### config.mk
export PLATFORM = sky130hd
export DESIGN_NAME = jtag_shift_master
export DESIGN_NICKNAME = d
export VERILOG_FILES = /design/src/rtl/jsm_pkg.sv /design/src/rtl/jsm_phase_timer.sv /design/src/rtl/jsm_field_path.sv /design/src/rtl/jsm_sequencer.sv /design/src/rtl/jtag_shift_master.sv
export SDC_FILE = /design/constraint.sdc
export NUM_CORES = 1
export LEC_CHECK = 0
export BUFFER_PORTS_ARGS = -buffer_cell sky130_fd_sc_hd__buf_2
export CAP_MARGIN = 20
export CORE_ASPECT_RATIO = 0.75
export CORE_UTILIZATION = 40
export CTS_BUF_LIST = sky130_fd_sc_hd__clkbuf_16
export CTS_CLUSTER_DIAMETER = 30
export DETAILED_ROUTE_END_ITERATION = 10
export HOLD_SLACK_MARGIN = 0.12
export MAX_ROUTING_LAYER = met4
export PLACE_DENSITY = 0.63
export SLEW_MARGIN = 20
export SYNTH_ARGS = -nofsm -noshare
export SYNTH_HDL_FRONTEND = slang
export SYNTH_SLANG_ARGS = --single-unit
### constraint.sdc
create_clock -name clk -period 3.8 [get_ports clk]
set_input_delay 0.38 -clock clk [delete_from_list [all_inputs] [get_ports clk]]
set_output_delay 0.38 -clock clk [all_outputs]
set_load 0.05 [all_outputs]
### src/rtl/jsm_pkg.sv
package jsm_pkg;

  typedef enum logic [1:0] {
    JCMD_FIELD = 2'b00,
    JCMD_RESET = 2'b01,
    JCMD_TO_IR = 2'b10,
    JCMD_TO_DR = 2'b11
  } jcmd_e;

  typedef enum logic [1:0] {
    ST_IDLE,
    ST_BITS,
    ST_WALK
  } seq_state_e;

endpackage

### src/rtl/jsm_phase_timer.sv
// Marks the last system clock of each TCK phase.
module jsm_phase_timer #(
  parameter int DIV_W = 8
) (
  input  logic             clk,
  input  logic             rst,
  input  logic             load,
  input  logic [DIV_W-1:0] half_in,
  input  logic             run,
  output logic             tick
);

  logic [DIV_W-1:0] lim_q;
  logic [DIV_W-1:0] cnt_q;

  always_ff @(posedge clk) begin
    if (rst) begin
      lim_q <= '0;
      cnt_q <= '0;
    end else begin
      if (load) begin
        lim_q <= (half_in == '0) ? '0 : half_in - 1'b1;
      end
      if (!run) begin
        cnt_q <= '0;
      end else if (cnt_q == lim_q) begin
        cnt_q <= '0;
      end else begin
        cnt_q <= cnt_q + 1'b1;
      end
    end
  end

  assign tick = run && (cnt_q == lim_q);

endmodule

### src/rtl/jsm_field_path.sv
// Holds the outgoing word, walks the bit index in either direction and
// collects TDO bits at the index of the bit they were shifted against.
module jsm_field_path #(
  parameter int DATA_W = 32,
  localparam int IDX_W = $clog2(DATA_W)
) (
  input  logic              clk,
  input  logic              rst,
  input  logic              load,
  input  logic              step,
  input  logic [DATA_W-1:0] wdata,
  input  logic [IDX_W-1:0]  len_code,
  input  logic              msb_first,
  input  logic              tdo,
  output logic              first_bit,
  output logic              first_last,
  output logic              next_bit,
  output logic              cur_last,
  output logic              next_last,
  output logic [DATA_W-1:0] rx
);

  localparam int CNT_W = IDX_W + 1;

  logic [DATA_W-1:0] data_q;
  logic [IDX_W-1:0]  idx_q;
  logic [IDX_W-1:0]  left_q;
  logic              msb_q;

  logic [CNT_W-1:0]  n_bits;
  logic [IDX_W-1:0]  top_idx;
  logic [IDX_W-1:0]  first_idx;
  logic [IDX_W-1:0]  nxt_idx;

  assign n_bits     = (len_code == '0) ? CNT_W'(DATA_W) : {1'b0, len_code};
  assign top_idx    = IDX_W'(n_bits - CNT_W'(1));
  assign first_idx  = msb_first ? top_idx : '0;
  assign first_bit  = wdata[first_idx];
  assign first_last = (n_bits == CNT_W'(1));

  assign nxt_idx    = msb_q ? (idx_q - IDX_W'(1)) : (idx_q + IDX_W'(1));
  assign next_bit   = data_q[nxt_idx];
  assign cur_last   = (left_q == '0);
  assign next_last  = (left_q == IDX_W'(1));

  always_ff @(posedge clk) begin
    if (rst) begin
      data_q <= '0;
      idx_q  <= '0;
      left_q <= '0;
      msb_q  <= 1'b0;
    end else if (load) begin
      data_q <= wdata;
      idx_q  <= first_idx;
      left_q <= top_idx;
      msb_q  <= msb_first;
    end else if (step && !cur_last) begin
      idx_q  <= nxt_idx;
      left_q <= left_q - IDX_W'(1);
    end
  end

  for (genvar g = 0; g < DATA_W; g++) begin : g_cap
    logic cap_q;
    always_ff @(posedge clk) begin
      if (rst || load) begin
        cap_q <= 1'b0;
      end else if (step && (idx_q == IDX_W'(g))) begin
        cap_q <= tdo;
      end
    end
    assign rx[g] = cap_q;
  end

endmodule

### src/rtl/jsm_sequencer.sv
// Command FSM: field bits, then fixed TMS walks for navigation and exit.
module jsm_sequencer #(
  parameter int RST_HOLD = 5
) (
  input  logic               clk,
  input  logic               rst,
  input  logic               start,
  input  jsm_pkg::jcmd_e     cmd,
  input  logic               end_shift,
  input  logic               ret_idle,
  input  logic               tick,
  input  logic               first_bit,
  input  logic               first_last,
  input  logic               next_bit,
  input  logic               cur_last,
  input  logic               next_last,
  output logic               fld_load,
  output logic               fld_step,
  output logic               tmr_load,
  output logic               busy,
  output logic               done,
  output logic               tck,
  output logic               tms,
  output logic               tdi
);
  import jsm_pkg::*;

  localparam int WALK_W = RST_HOLD + 1;
  localparam int LEN_W  = $clog2(WALK_W + 1);

  localparam logic [WALK_W-1:0] PAT_RST  = WALK_W'((1 << RST_HOLD) - 1);
  localparam logic [LEN_W-1:0]  LEN_RST  = LEN_W'(WALK_W);
  localparam logic [WALK_W-1:0] PAT_IR   = WALK_W'(3);
  localparam logic [LEN_W-1:0]  LEN_IR   = LEN_W'(4);
  localparam logic [WALK_W-1:0] PAT_DR   = WALK_W'(1);
  localparam logic [LEN_W-1:0]  LEN_DR   = LEN_W'(3);
  localparam logic [WALK_W-1:0] PAT_EXIT = WALK_W'(1);
  localparam logic [LEN_W-1:0]  LEN_IDLE = LEN_W'(2);
  localparam logic [LEN_W-1:0]  LEN_UPD  = LEN_W'(1);

  seq_state_e        state_q;
  logic              tck_q, tms_q, tdi_q, done_q;
  logic              end_q, ret_q;
  logic [WALK_W-1:0] walk_q;
  logic [LEN_W-1:0]  wlen_q;

  logic [WALK_W-1:0] nav_pat;
  logic [LEN_W-1:0]  nav_len;
  logic              accept, rise, fall;

  assign accept   = start && (state_q == ST_IDLE);
  assign rise     = tick && !tck_q;
  assign fall     = tick && tck_q;
  assign fld_load = accept && (cmd == JCMD_FIELD);
  assign fld_step = (state_q == ST_BITS) && fall;
  assign tmr_load = accept;

  always_comb begin
    case (cmd)
      JCMD_RESET: begin nav_pat = PAT_RST; nav_len = LEN_RST; end
      JCMD_TO_IR: begin nav_pat = PAT_IR;  nav_len = LEN_IR;  end
      default:    begin nav_pat = PAT_DR;  nav_len = LEN_DR;  end
    endcase
  end

  always_ff @(posedge clk) begin
    if (rst) begin
      state_q <= ST_IDLE;
      tck_q   <= 1'b0;
      tms_q   <= 1'b1;
      tdi_q   <= 1'b0;
      done_q  <= 1'b0;
      end_q   <= 1'b0;
      ret_q   <= 1'b0;
      walk_q  <= '0;
      wlen_q  <= '0;
    end else begin
      done_q <= 1'b0;
      case (state_q)
        ST_IDLE: begin
          if (accept) begin
            end_q <= end_shift;
            ret_q <= ret_idle;
            tck_q <= 1'b0;
            if (cmd == JCMD_FIELD) begin
              tms_q   <= end_shift && first_last;
              tdi_q   <= first_bit;
              state_q <= ST_BITS;
            end else begin
              walk_q  <= nav_pat;
              wlen_q  <= nav_len;
              tms_q   <= nav_pat[0];
              tdi_q   <= 1'b0;
              state_q <= ST_WALK;
            end
          end
        end
        ST_BITS: begin
          if (rise) begin
            tck_q <= 1'b1;
          end else if (fall) begin
            tck_q <= 1'b0;
            if (!cur_last) begin
              tms_q <= end_q && next_last;
              tdi_q <= next_bit;
            end else if (end_q) begin
              walk_q  <= PAT_EXIT;
              wlen_q  <= ret_q ? LEN_IDLE : LEN_UPD;
              tms_q   <= PAT_EXIT[0];
              tdi_q   <= 1'b0;
              state_q <= ST_WALK;
            end else begin
              done_q  <= 1'b1;
              state_q <= ST_IDLE;
            end
          end
        end
        ST_WALK: begin
          if (rise) begin
            tck_q <= 1'b1;
          end else if (fall) begin
            tck_q <= 1'b0;
            if (wlen_q == LEN_W'(1)) begin
              done_q  <= 1'b1;
              state_q <= ST_IDLE;
            end else begin
              walk_q <= walk_q >> 1;
              wlen_q <= wlen_q - LEN_W'(1);
              tms_q  <= walk_q[1];
            end
          end
        end
        default: state_q <= ST_IDLE;
      endcase
    end
  end

  assign busy = (state_q != ST_IDLE);
  assign done = done_q;
  assign tck  = tck_q;
  assign tms  = tms_q;
  assign tdi  = tdi_q;

endmodule

### src/rtl/jtag_shift_master.sv
module jtag_shift_master #(
  parameter int DATA_W   = 32,
  parameter int DIV_W    = 8,
  parameter int RST_HOLD = 5
) (
  input  logic                      clk,
  input  logic                      rst,
  input  logic                      start,
  input  logic [1:0]                cmd,
  input  logic [$clog2(DATA_W)-1:0] len_code,
  input  logic                      msb_first,
  input  logic                      end_shift,
  input  logic                      ret_idle,
  input  logic [DATA_W-1:0]         wdata,
  input  logic [DIV_W-1:0]          tck_half,
  input  logic                      tdo,
  output logic                      busy,
  output logic                      done,
  output logic [DATA_W-1:0]         rdata,
  output logic                      tck,
  output logic                      tms,
  output logic                      tdi
);
  import jsm_pkg::*;

  logic fld_load, fld_step, tmr_load, tick;
  logic first_bit, first_last, next_bit, cur_last, next_last;

  jsm_phase_timer #(.DIV_W(DIV_W)) u_timer (
    .clk     (clk),
    .rst     (rst),
    .load    (tmr_load),
    .half_in (tck_half),
    .run     (busy),
    .tick    (tick)
  );

  jsm_field_path #(.DATA_W(DATA_W)) u_field (
    .clk        (clk),
    .rst        (rst),
    .load       (fld_load),
    .step       (fld_step),
    .wdata      (wdata),
    .len_code   (len_code),
    .msb_first  (msb_first),
    .tdo        (tdo),
    .first_bit  (first_bit),
    .first_last (first_last),
    .next_bit   (next_bit),
    .cur_last   (cur_last),
    .next_last  (next_last),
    .rx         (rdata)
  );

  jsm_sequencer #(.RST_HOLD(RST_HOLD)) u_seq (
    .clk        (clk),
    .rst        (rst),
    .start      (start),
    .cmd        (jcmd_e'(cmd)),
    .end_shift  (end_shift),
    .ret_idle   (ret_idle),
    .tick       (tick),
    .first_bit  (first_bit),
    .first_last (first_last),
    .next_bit   (next_bit),
    .cur_last   (cur_last),
    .next_last  (next_last),
    .fld_load   (fld_load),
    .fld_step   (fld_step),
    .tmr_load   (tmr_load),
    .busy       (busy),
    .done       (done),
    .tck        (tck),
    .tms        (tms),
    .tdi        (tdi)
  );

endmodule

==> results.toml, run 1 <==
[status]
status = "completed"

[logic_synthesis]
synth_ff_type = "dfxtp_1"
ys_async_sr_fraction_pct = 0
ys_top_cells_by_count = "nand2_1, dfxtp_1, a21oi_1, nor2_1"
synth.distinct_cells = 64
netlist.area_leader.share_pct = 34.33
yosys_warnings = 0
synth_most_common_cell = "nand2_1"
ys_ff_latch = 106
synth_edf_count = 0
avgSynthCellArea_um2 = 8.027
synth_largest_area_cell = "dfxtp_1"
syn_inst = 770
mappedNetlistArea_mm2 = 0.006181
syn_nets = 847
synth_area_leaders = "dfxtp_1, nand2_1, a21oi_1"
seq_area_frac_synth_pct = 34.33

[detailed_routing]
ant_nets = 0
drt_iter0_drc = 560
wl_um = 16110
wl_per_cell_um = 16.02
drc_errors = 0
vias = 5550
first_pass_iters = 5
viasPerCell = 5.517

[grt]
track_usage_pct = 21.56
grt_pass1_wl_um = 26600
gr-total-overflow = 0
antenna_found_initial = 0
grt_pass1_vias = 4928
grt_max_degree = 45

[placed_design]
place.gp.congestion = 0.8728
port_buffers = 90
place_ws_ns = 0.9411
hpwl_um = 11780

[clock_network]
post_cts_buffers = 0
clk_pin_slew_ns = 0.08
root_buffer = "clkbuf_16"
cts_resized = 0
clock_sinks = 106
clk_path_buf_depth = 2
cts_tree = "built"
clock_latency_ns = 0.35
cts_buffers = 9
htree_levels = 3
cts_hold_buf = 0

[floorplan]
die_area_mm2 = 0.01596
initial_utilization_pct = 41.80
core_mm2 = 0.01479
io_pins = 91
die_y_um = 109.7
rows = 38
die_w_um = 145.5

[power]
ir_worst_vdd_mv = 0.2464
pwr-share-seq_pct = 44.3
p_comb_share_pct = 23.5
p_leak_nw = 2.626
internal-power_mw = 1.876
pwr_density_cell_mw_per_mm2 = 413.3
switchingPower_mw = 0.9312
switching_share_pct = 33.18
power_frac_clock_pct = 32.2

[sta]
drv_slew = 0
finalCriticalPeriod_ns = 2.623
holdWs_ns = 0.2626
timing.fmax_mhz = 381.3
hold_viol_final = 0
fin_ws_ns = 1.177
rsz0062_at_grt = "false"
setup-violations-final = 0
slew_headroom_pct = 44.95
tightestPinTransition_ns = 0.8238
finalCritPeriodShare_pct = 69.02
fin_tns_setup_ns = 0
skew_ns = 0.005956

[critical_path]
worstSetupEndpointType = "register"
r2r.worst_path.cells = 9
cp_max_fo = 27
cp_data_arrival_time_ns = 2.90
cp-start-kind = "register"
worstPathRequired_ns = 4.08
critPathKind = "reg2reg"

[cells_and_area]
n_antenna_cell = 0
final_nets = 878
fin_util_pct = 45.93
syn2layout_area_growth_pct = 9.878
final_layout_size_suffix_gt1_share_pct = 17.12

[hold_path]
min_path_cells = 3
min_path_type = "in2reg"

[run]
drv_cap = 0
flip-flops by register name (all words and copies together), names as in the netlist, 2 cells and up:
signal / flops
u_field.data_q: 32
u_field.g_cap.cap_q: 32
u_timer.cnt_q: 8
u_timer.lim_q: 8
u_field.idx_q: 5
u_field.left_q: 5
u_seq.walk_q: 4
u_seq.wlen_q: 3
u_seq.state_q: 2
cell usage in the layout (no fill, tap or decap), types with 5 or more instances in the layout:
master,n
nor3b_1,10
nor2_1,56
mux2i_1,19
clkbuf_16,9
nor4_1,8
mux2_2,5
ha_1,23
nand2_1,112
a211oi_1,33
buf_4,11
buf_2,90
nand3_1,17
dfxtp_1,106
o21ai_0,12
o22ai_1,6
xnor2_1,6
and3_1,8
and2_1,16
inv_1,22
nor2b_1,9
a21oi_1,80
xor2_1,21
a31oi_1,13
nor4b_1,5
nand2b_1,5
nor3_1,24
a22oi_1,9
per-layer routing:
metal  wire length, um  track usage, %  vias to the layer above
li1                  -               -                     2778
met3              1136           3.734                       16
met2              6260           29.36                      198
met4               143           4.060                        0
met5                 0               -                        -
met1              8572           32.66                     2558
final cells by class:
type / count / area, um2
Clock buffer: 9 / 225.2
Timing Repair Buffer: 101 / 533.0
Multi-Input combinational cell: 561 / 3526
Fill cell: 1502 / 7995
Inverter: 22 / 82.58
Tap cell: 200 / 250.2
Clock inverter: 7 / 52.55
Sequential cell: 106 / 2122
power by group through the flow:
stage               logic, mW  clock network [mW]  registers, mW
floorplan               0.486                   0           1.27
global placement        0.653                   0           1.27
detailed placement      0.654                   0           1.27
CTS                     0.657               0.924           1.24
global route            0.731               0.969           1.25
finish                  0.660               0.905           1.24
path summary, 6_finish.rpt:
check	slack, ns	start	endpoint
hold reg to reg	0.46	u_field.g_cap[29].cap_q	u_field.g_cap[29].cap_q
setup / recovery	1.18	u_field.idx_q[0]	u_seq.tdi
hold / removal	0.26	ret_idle	u_seq.ret_q
setup reg to reg	1.18	u_field.idx_q[0]	u_seq.tdi
through the flow:
stage                     instance area (um2)  instances  total power, mW
after global routing                     6792       1006            2.953
after CTS                                6792       1006            2.823
final                                    6792       1006            2.807
after global placement                   6514        990            1.919
after floorplan                          6181        770            1.754
after detailed placement                 6514        990            1.921
logic make-up (layout without fill, tap and decap cells):
kind of cell               count (synthesis)  in the layout  share of synthesized area, %
AOI/OAI and AO/OA                        192            192                         20.43
xor gates and xnor gates                  27             27                         3.826
adders and majority gates                 23             23                         4.656
buffers and inverters                    103            139                         8.623
DFF                                      106            106                         34.33
muxes                                     28             28                         5.121
and+or+nand+nor                          291            291                         23.02
critical path, cell delays in order (launching register included):
cell and delay, ns:
dfxtp_1 0.39, inv_1 0.15, ha_1 0.27, mux2_2 0.48, mux2_1 0.28, o22ai_1 0.07
or4_1 0.48, a41oi_1 0.21, a31oi_1 0.07, o22ai_1 0.14
Note: power is estimated with default switching activity, not from simulation.
==> run 2: changes to the inputs <==
PLACE_DENSITY = 0.66   (was 0.63)
clock period = 2.3 ns   (was 3.8 ns; I/O delays follow)
==> run 2 against run 1 <==
Register-to-register slack got worse by 1.1 ns; maximum frequency increased by 16%; sequential share of layout area decreased by 2.6 points; critical path type unchanged; highest routed layer unchanged.
==> results.toml, run 2 (synthesis gave the netlist of run 1 again) <==
[floorplan]
die_y_um = 109.7
core_mm2 = 0.01479
io_pins = 91
die_w_um = 145.5
initial_utilization_pct = 41.80
rows = 38
die_area_mm2 = 0.01596

[clock_network]
clock_latency_ns = 0.35
htree_levels = 3
clock_sinks = 106
cts_tree = "built"
clk_path_buf_depth = 2
clk_pin_slew_ns = 0.07
root_buffer = "clkbuf_16"
cts_buffers = 9

[power]
power_mw = 4.985
p_leak_nw = 2.937
pwr_density_cell_mw_per_mm2 = 670.1
ir_worst_vdd_mv = 0.4651

[detailed_routing]
first_pass_iters = 5
ant_nets = 0
drt_iter0_drc = 539
wl_um = 16630
vias = 5733
drc_errors = 0
wl_per_cell_um = 15.64
viasPerCell = 5.393

[sta]
finalCritPeriodShare_pct = 98.45
slew_headroom_pct = 59.40
setup-violations-final = 0
timing.fmax_mhz = 441.6
rsz0062_at_grt = "true"
skew_ns = 0.01141
finalCriticalPeriod_ns = 2.264
hold_viol_final = 0
tightestPinTransition_ns = 0.6037
drv_slew = 0
holdWs_ns = 0.1357

[critical_path]
critPathKind = "reg2reg"
cp_max_fo = 5
cp_data_arrival_time_ns = 2.50
worstPathRequired_ns = 2.53
worstSetupEndpointType = "register"
cp-start-kind = "register"

[grt]
antenna_found_initial = 0
grt_pass1_wl_um = 26860
track_usage_pct = 21.62
use_met1_pct = 32.95
gr-total-overflow = 0
grtUsageMet3_pct = 3.942
busiest_layer = "met1"
grt_pass1_vias = 5031
grt_max_degree = 43
grtUsageMet2_pct = 29.26

[run]
drv_cap = 0

[cells_and_area]
syn2layout_area_growth_pct = 20.34
n_antenna_cell = 0
fin_util_pct = 50.30
final_nets = 935
final_layout_size_suffix_gt1_share_pct = 22.94
reg_top3 = "u_field.data_q (32), u_field.g_cap.cap_q (32)"
final_cells = 1063
mostFrequentLayoutCells = "nand2_1, dfxtp_1, buf_2, a21oi_1, nor2_1"
fillers = 1436
layout_commonest_cell = "nand2_1"

[status]
status = "completed"

[placed_design]
hpwl_um = 11870
port_buffers = 90
place.gp.congestion = 0.8587
place_inst = 1026

[hold_path]
min_path_type = "in2reg"
==> run 2: cell type report <==
| class | instances | area, um2 | area share [%] |
|---|---|---|---|
| inverters | 22 | 86.33 | 1.161 |
| repair buffers | 158 | 1060 | 14.25 |
| clock buffers | 9 | 225.2 | 3.028 |
| flip-flops and latches | 106 | 2130 | 28.63 |
| clock inverters | 7 | 76.32 | 1.026 |
| well taps | 200 | 250.2 | 3.364 |
| multi-input cells | 561 | 3611 | 48.54 |
==> run 2: path summary, 6_finish.rpt <==
path	start	end	slack [ns]	cells past startpoint
min	wdata[30]	u_field.data_q[30]	0.14	3
min reg2reg	u_field.g_cap[30].cap_q	u_field.g_cap[30].cap_q	0.45	2
max	u_timer.lim_q[3]	u_seq.wlen_q[2]	0.04	9
max reg2reg	u_timer.lim_q[3]	u_seq.wlen_q[2]	0.04	9
==> run 2: metrics by stage <==
| stage | instance area, um2 | TNS [ns] | worst slack [ns] |
|---|---|---|---|
| 2_1_floorplan | 6222 | -0.08048 | -0.08048 |
| 3_3_place_gp | 6853 | -0.1376 | -0.1376 |
| 3_5_place_dp | 6853 | -0.1589 | -0.1589 |
| 4_1_cts | 7315 | 0 | 0.02667 |
| 5_1_grt | 7438 | -0.2317 | -0.07382 |
| 6_report | 7438 | 0 | 0.03569 |
==> run 2: critical path: stages, from the launching register on <==
cell       delay, ns
dfxtp_2         0.34
xor2_2          0.18
nor4_4          0.33
and4_4          0.33
a31oi_4         0.11
a2111oi_4       0.41
buf_4           0.18
buf_6           0.11
a21bo_1         0.10
a21oi_1         0.06
==> run 2: power breakdown <==
group	internal, mW	switching, mW	total, mW
Combinational	0.573	0.757	1.33
Clock	0.856	0.747	1.60
Sequential	1.95	0.0997	2.05
==> run 2: timing repair <==
| item | 4_1_cts | 5_1_grt |
|---|---|---|
| cloned | 0 | 1 |
| pin swaps | 1 | 2 |
| hold buffers | 16 | 0 |
| gates resized for setup | 0 | 21 |
| buffers inserted | 0 | 4 |
| hold endpoints to repair | 16 | 0 |
| setup endpoints to repair | 1 | 6 |
==> run 2: routing by layer <==
layer	routed length (um)	vias to the layer above	share of wire [%]
li1	-	2888	-
met1	8811	2619	53
met2	6583	219	40
met3	1150	7	6.9
met4	85	0	0.51
met5	0	-	0
==> run 3: changes to the inputs <==
clock period = 1.9 ns   (was 2.3 ns; I/O delays follow)
==> run 3 against run 2 <==
The run now ends with setup timing left; clock power up 13%; largest cell class unchanged; final cell count grew 7.5%; clock-buffer cell count did not move.
==> results.toml, run 3 (synthesis gave the netlist of run 1 again) <==
[floorplan]
initial_utilization_pct = 41.80
io_pins = 91
rows = 38
core_mm2 = 0.01479
die_w_um = 145.5
die_y_um = 109.7
die_area_mm2 = 0.01596

[critical_path]
crit_family = "compound AO/OA/AOI/OAI gates"
max_stage_delay_ns = 0.38
cp-start-kind = "register"
reg2reg_to = "u_seq.tdi"
crit_chain = "ha_2 > mux2i_4 > buf_4 > buf_4 > nor4b_1 > nor4_1 > o2111ai_1 > o311ai_1 > a31oi_1 > o22ai_1"
crit_start = "u_field.idx_q[1]"
crit_top_cell = "buf_4"
cp_data_arrival_time_ns = 2.41
path_depth = 10
r2r_start = "u_field.idx_q[1]"
cp_num_buf_inv = 2
worstPathRequired_ns = 2.13
crit_end = "u_seq.tdi"
worstSetupEndpointType = "register"
cp_max_fo = 8
r2r_slack_ns = -0.28
critPathKind = "reg2reg"
slowest_stage = "dfxtp_1"
r2r.worst_path.cells = 10

[sta]
skew_ns = 0.01390
fin_ws_ns = -0.2768
drv_slew = 0
rsz0062_at_grt = "true"
hold_viol_final = 0
holdWs_ns = 0.1880
slew_headroom_pct = 64.05
tightestPinTransition_ns = 0.5351
timing.fmax_mhz = 459.4
finalCritPeriodShare_pct = 114.6
setup-violations-final = 47
finalCriticalPeriod_ns = 2.177
fin_tns_setup_ns = -4.257

[placed_design]
hpwl_um = 12430
place.gp.congestion = 0.9275
port_buffers = 90

[grt]
track_usage_pct = 24.13
gr-total-overflow = 0
grt_pass1_vias = 5810
grt_pass1_wl_um = 29570
antenna_found_initial = 0
grt_max_degree = 43

[power]
switching_share_pct = 33.37
internal-power_mw = 4.160
power_frac_clock_pct = 29.0
pwr_density_cell_mw_per_mm2 = 726.7
pwr-share-seq_pct = 40.0
p_comb_share_pct = 31.0
switchingPower_mw = 2.084
p_leak_nw = 3.444
ir_worst_vdd_mv = 0.5053

[clock_network]
clk_path_buf_depth = 2
clk_pin_slew_ns = 0.07
clock_sinks = 106
cts_buffers = 9
root_buffer = "clkbuf_16"
htree_levels = 3
clock_latency_ns = 0.36
cts_tree = "built"

[detailed_routing]
drc_errors = 0
viasPerCell = 5.450
wl_met3_um = 1329
ant_nets = 0
drt_iter0_drc = 474
wl_per_cell_um = 16.13
highest_layer = "met4"
first_pass_iters = 6
vias = 6229
drt-met1-wl_um = 9055
wl_um = 18440
wl_met2_um = 7933

[cells_and_area]
reg_top3 = "u_field.data_q (32), u_field.g_cap.cap_q (32)"
fin_util_pct = 58.11
syn2layout_area_growth_pct = 39.01
final_layout_size_suffix_gt1_share_pct = 35.74
final_nets = 1015
n_antenna_cell = 0
mostFrequentLayoutCells = "nand2_1, dfxtp_1, buf_2, buf_4, a21oi_1"
layout_commonest_cell = "nand2_1"

[status]
violations = "setup timing"
status = "complete, but fails checks"

[hold_path]
min_path_type = "in2reg"

[run]
drv_cap = 0
## run 3: area by class of cell
| cell class | count | area, um2 |
|---|---|---|
| Clock inverter | 7 | 48.80 |
| Inverter | 22 | 90.09 |
| Fill cell | 1339 | 6195 |
| Timing Repair Buffer | 237 | 1824 |
| Sequential cell | 106 | 2140 |
| Multi-Input combinational cell | 562 | 4014 |
| Clock buffer | 9 | 225.2 |
| Tap cell | 200 | 250.2 |
## run 3: worst min-delay path, delay by kind of cell
family	cells	cell delay, ns
compound gates	1	0.07
buf+inv	2	0.17
simple gates	1	0.08
## run 3: power by group through the flow
stage	clock network [mW]	logic (mW)	registers, mW
2_1_floorplan	0	1.06	2.55
3_3_place_gp	0	1.69	2.54
3_5_place_dp	0	1.71	2.54
4_1_cts	1.85	1.83	2.49
5_1_grt	1.94	2.10	2.51
6_report	1.81	1.94	2.50
## run 3: how the worst min path moves through the flow
stage | start | end | slack (ns) | cells after the start
after global routing | tdo | u_field.g_cap[28].cap_q | 0.22 | 3
after detailed placement | wdata[25] | u_field.data_q[25] | 0.45 | 3
final | tck_half[0] | u_timer.lim_q[0] | 0.19 | 4
after global placement | u_field.g_cap[30].cap_q | u_field.g_cap[30].cap_q | 0.44 | 2
after CTS | tck_half[0] | u_timer.lim_q[0] | 0.18 | 4
after floorplan | wdata[0] | u_field.data_q[0] | 0.33 | 2
## run 3: per-stage QoR
step / setup WS [ns] / total power, mW / cell area [um2] / cells
3_3_place_gp: -0.3840 / 4.223 / 7367 / 1075
2_1_floorplan: -0.3535 / 3.612 / 6359 / 770
4_1_cts: -0.2928 / 6.167 / 8379 / 1140
5_1_grt: -0.4000 / 6.552 / 8592 / 1143
3_5_place_dp: -0.3934 / 4.244 / 7367 / 1075
6_report: -0.2768 / 6.244 / 8592 / 1143
## run 3: metal layers
metal | track usage [%] | up-vias
met4 | 4.737 | 0
met3 | 4.357 | 11
met5 | - | -
met1 | 33.91 | 2927
met2 | 36.20 | 242
li1 | - | 3049
## run 3: what timing repair did
item,4_1_cts,5_1_grt
hold endpoints to repair,35,0
pin swaps,38,30
endpoints found under the setup margin,52,52
gates resized for setup,67,45
gates cloned,4,0
buffers inserted,11,3
hold buffers,35,0
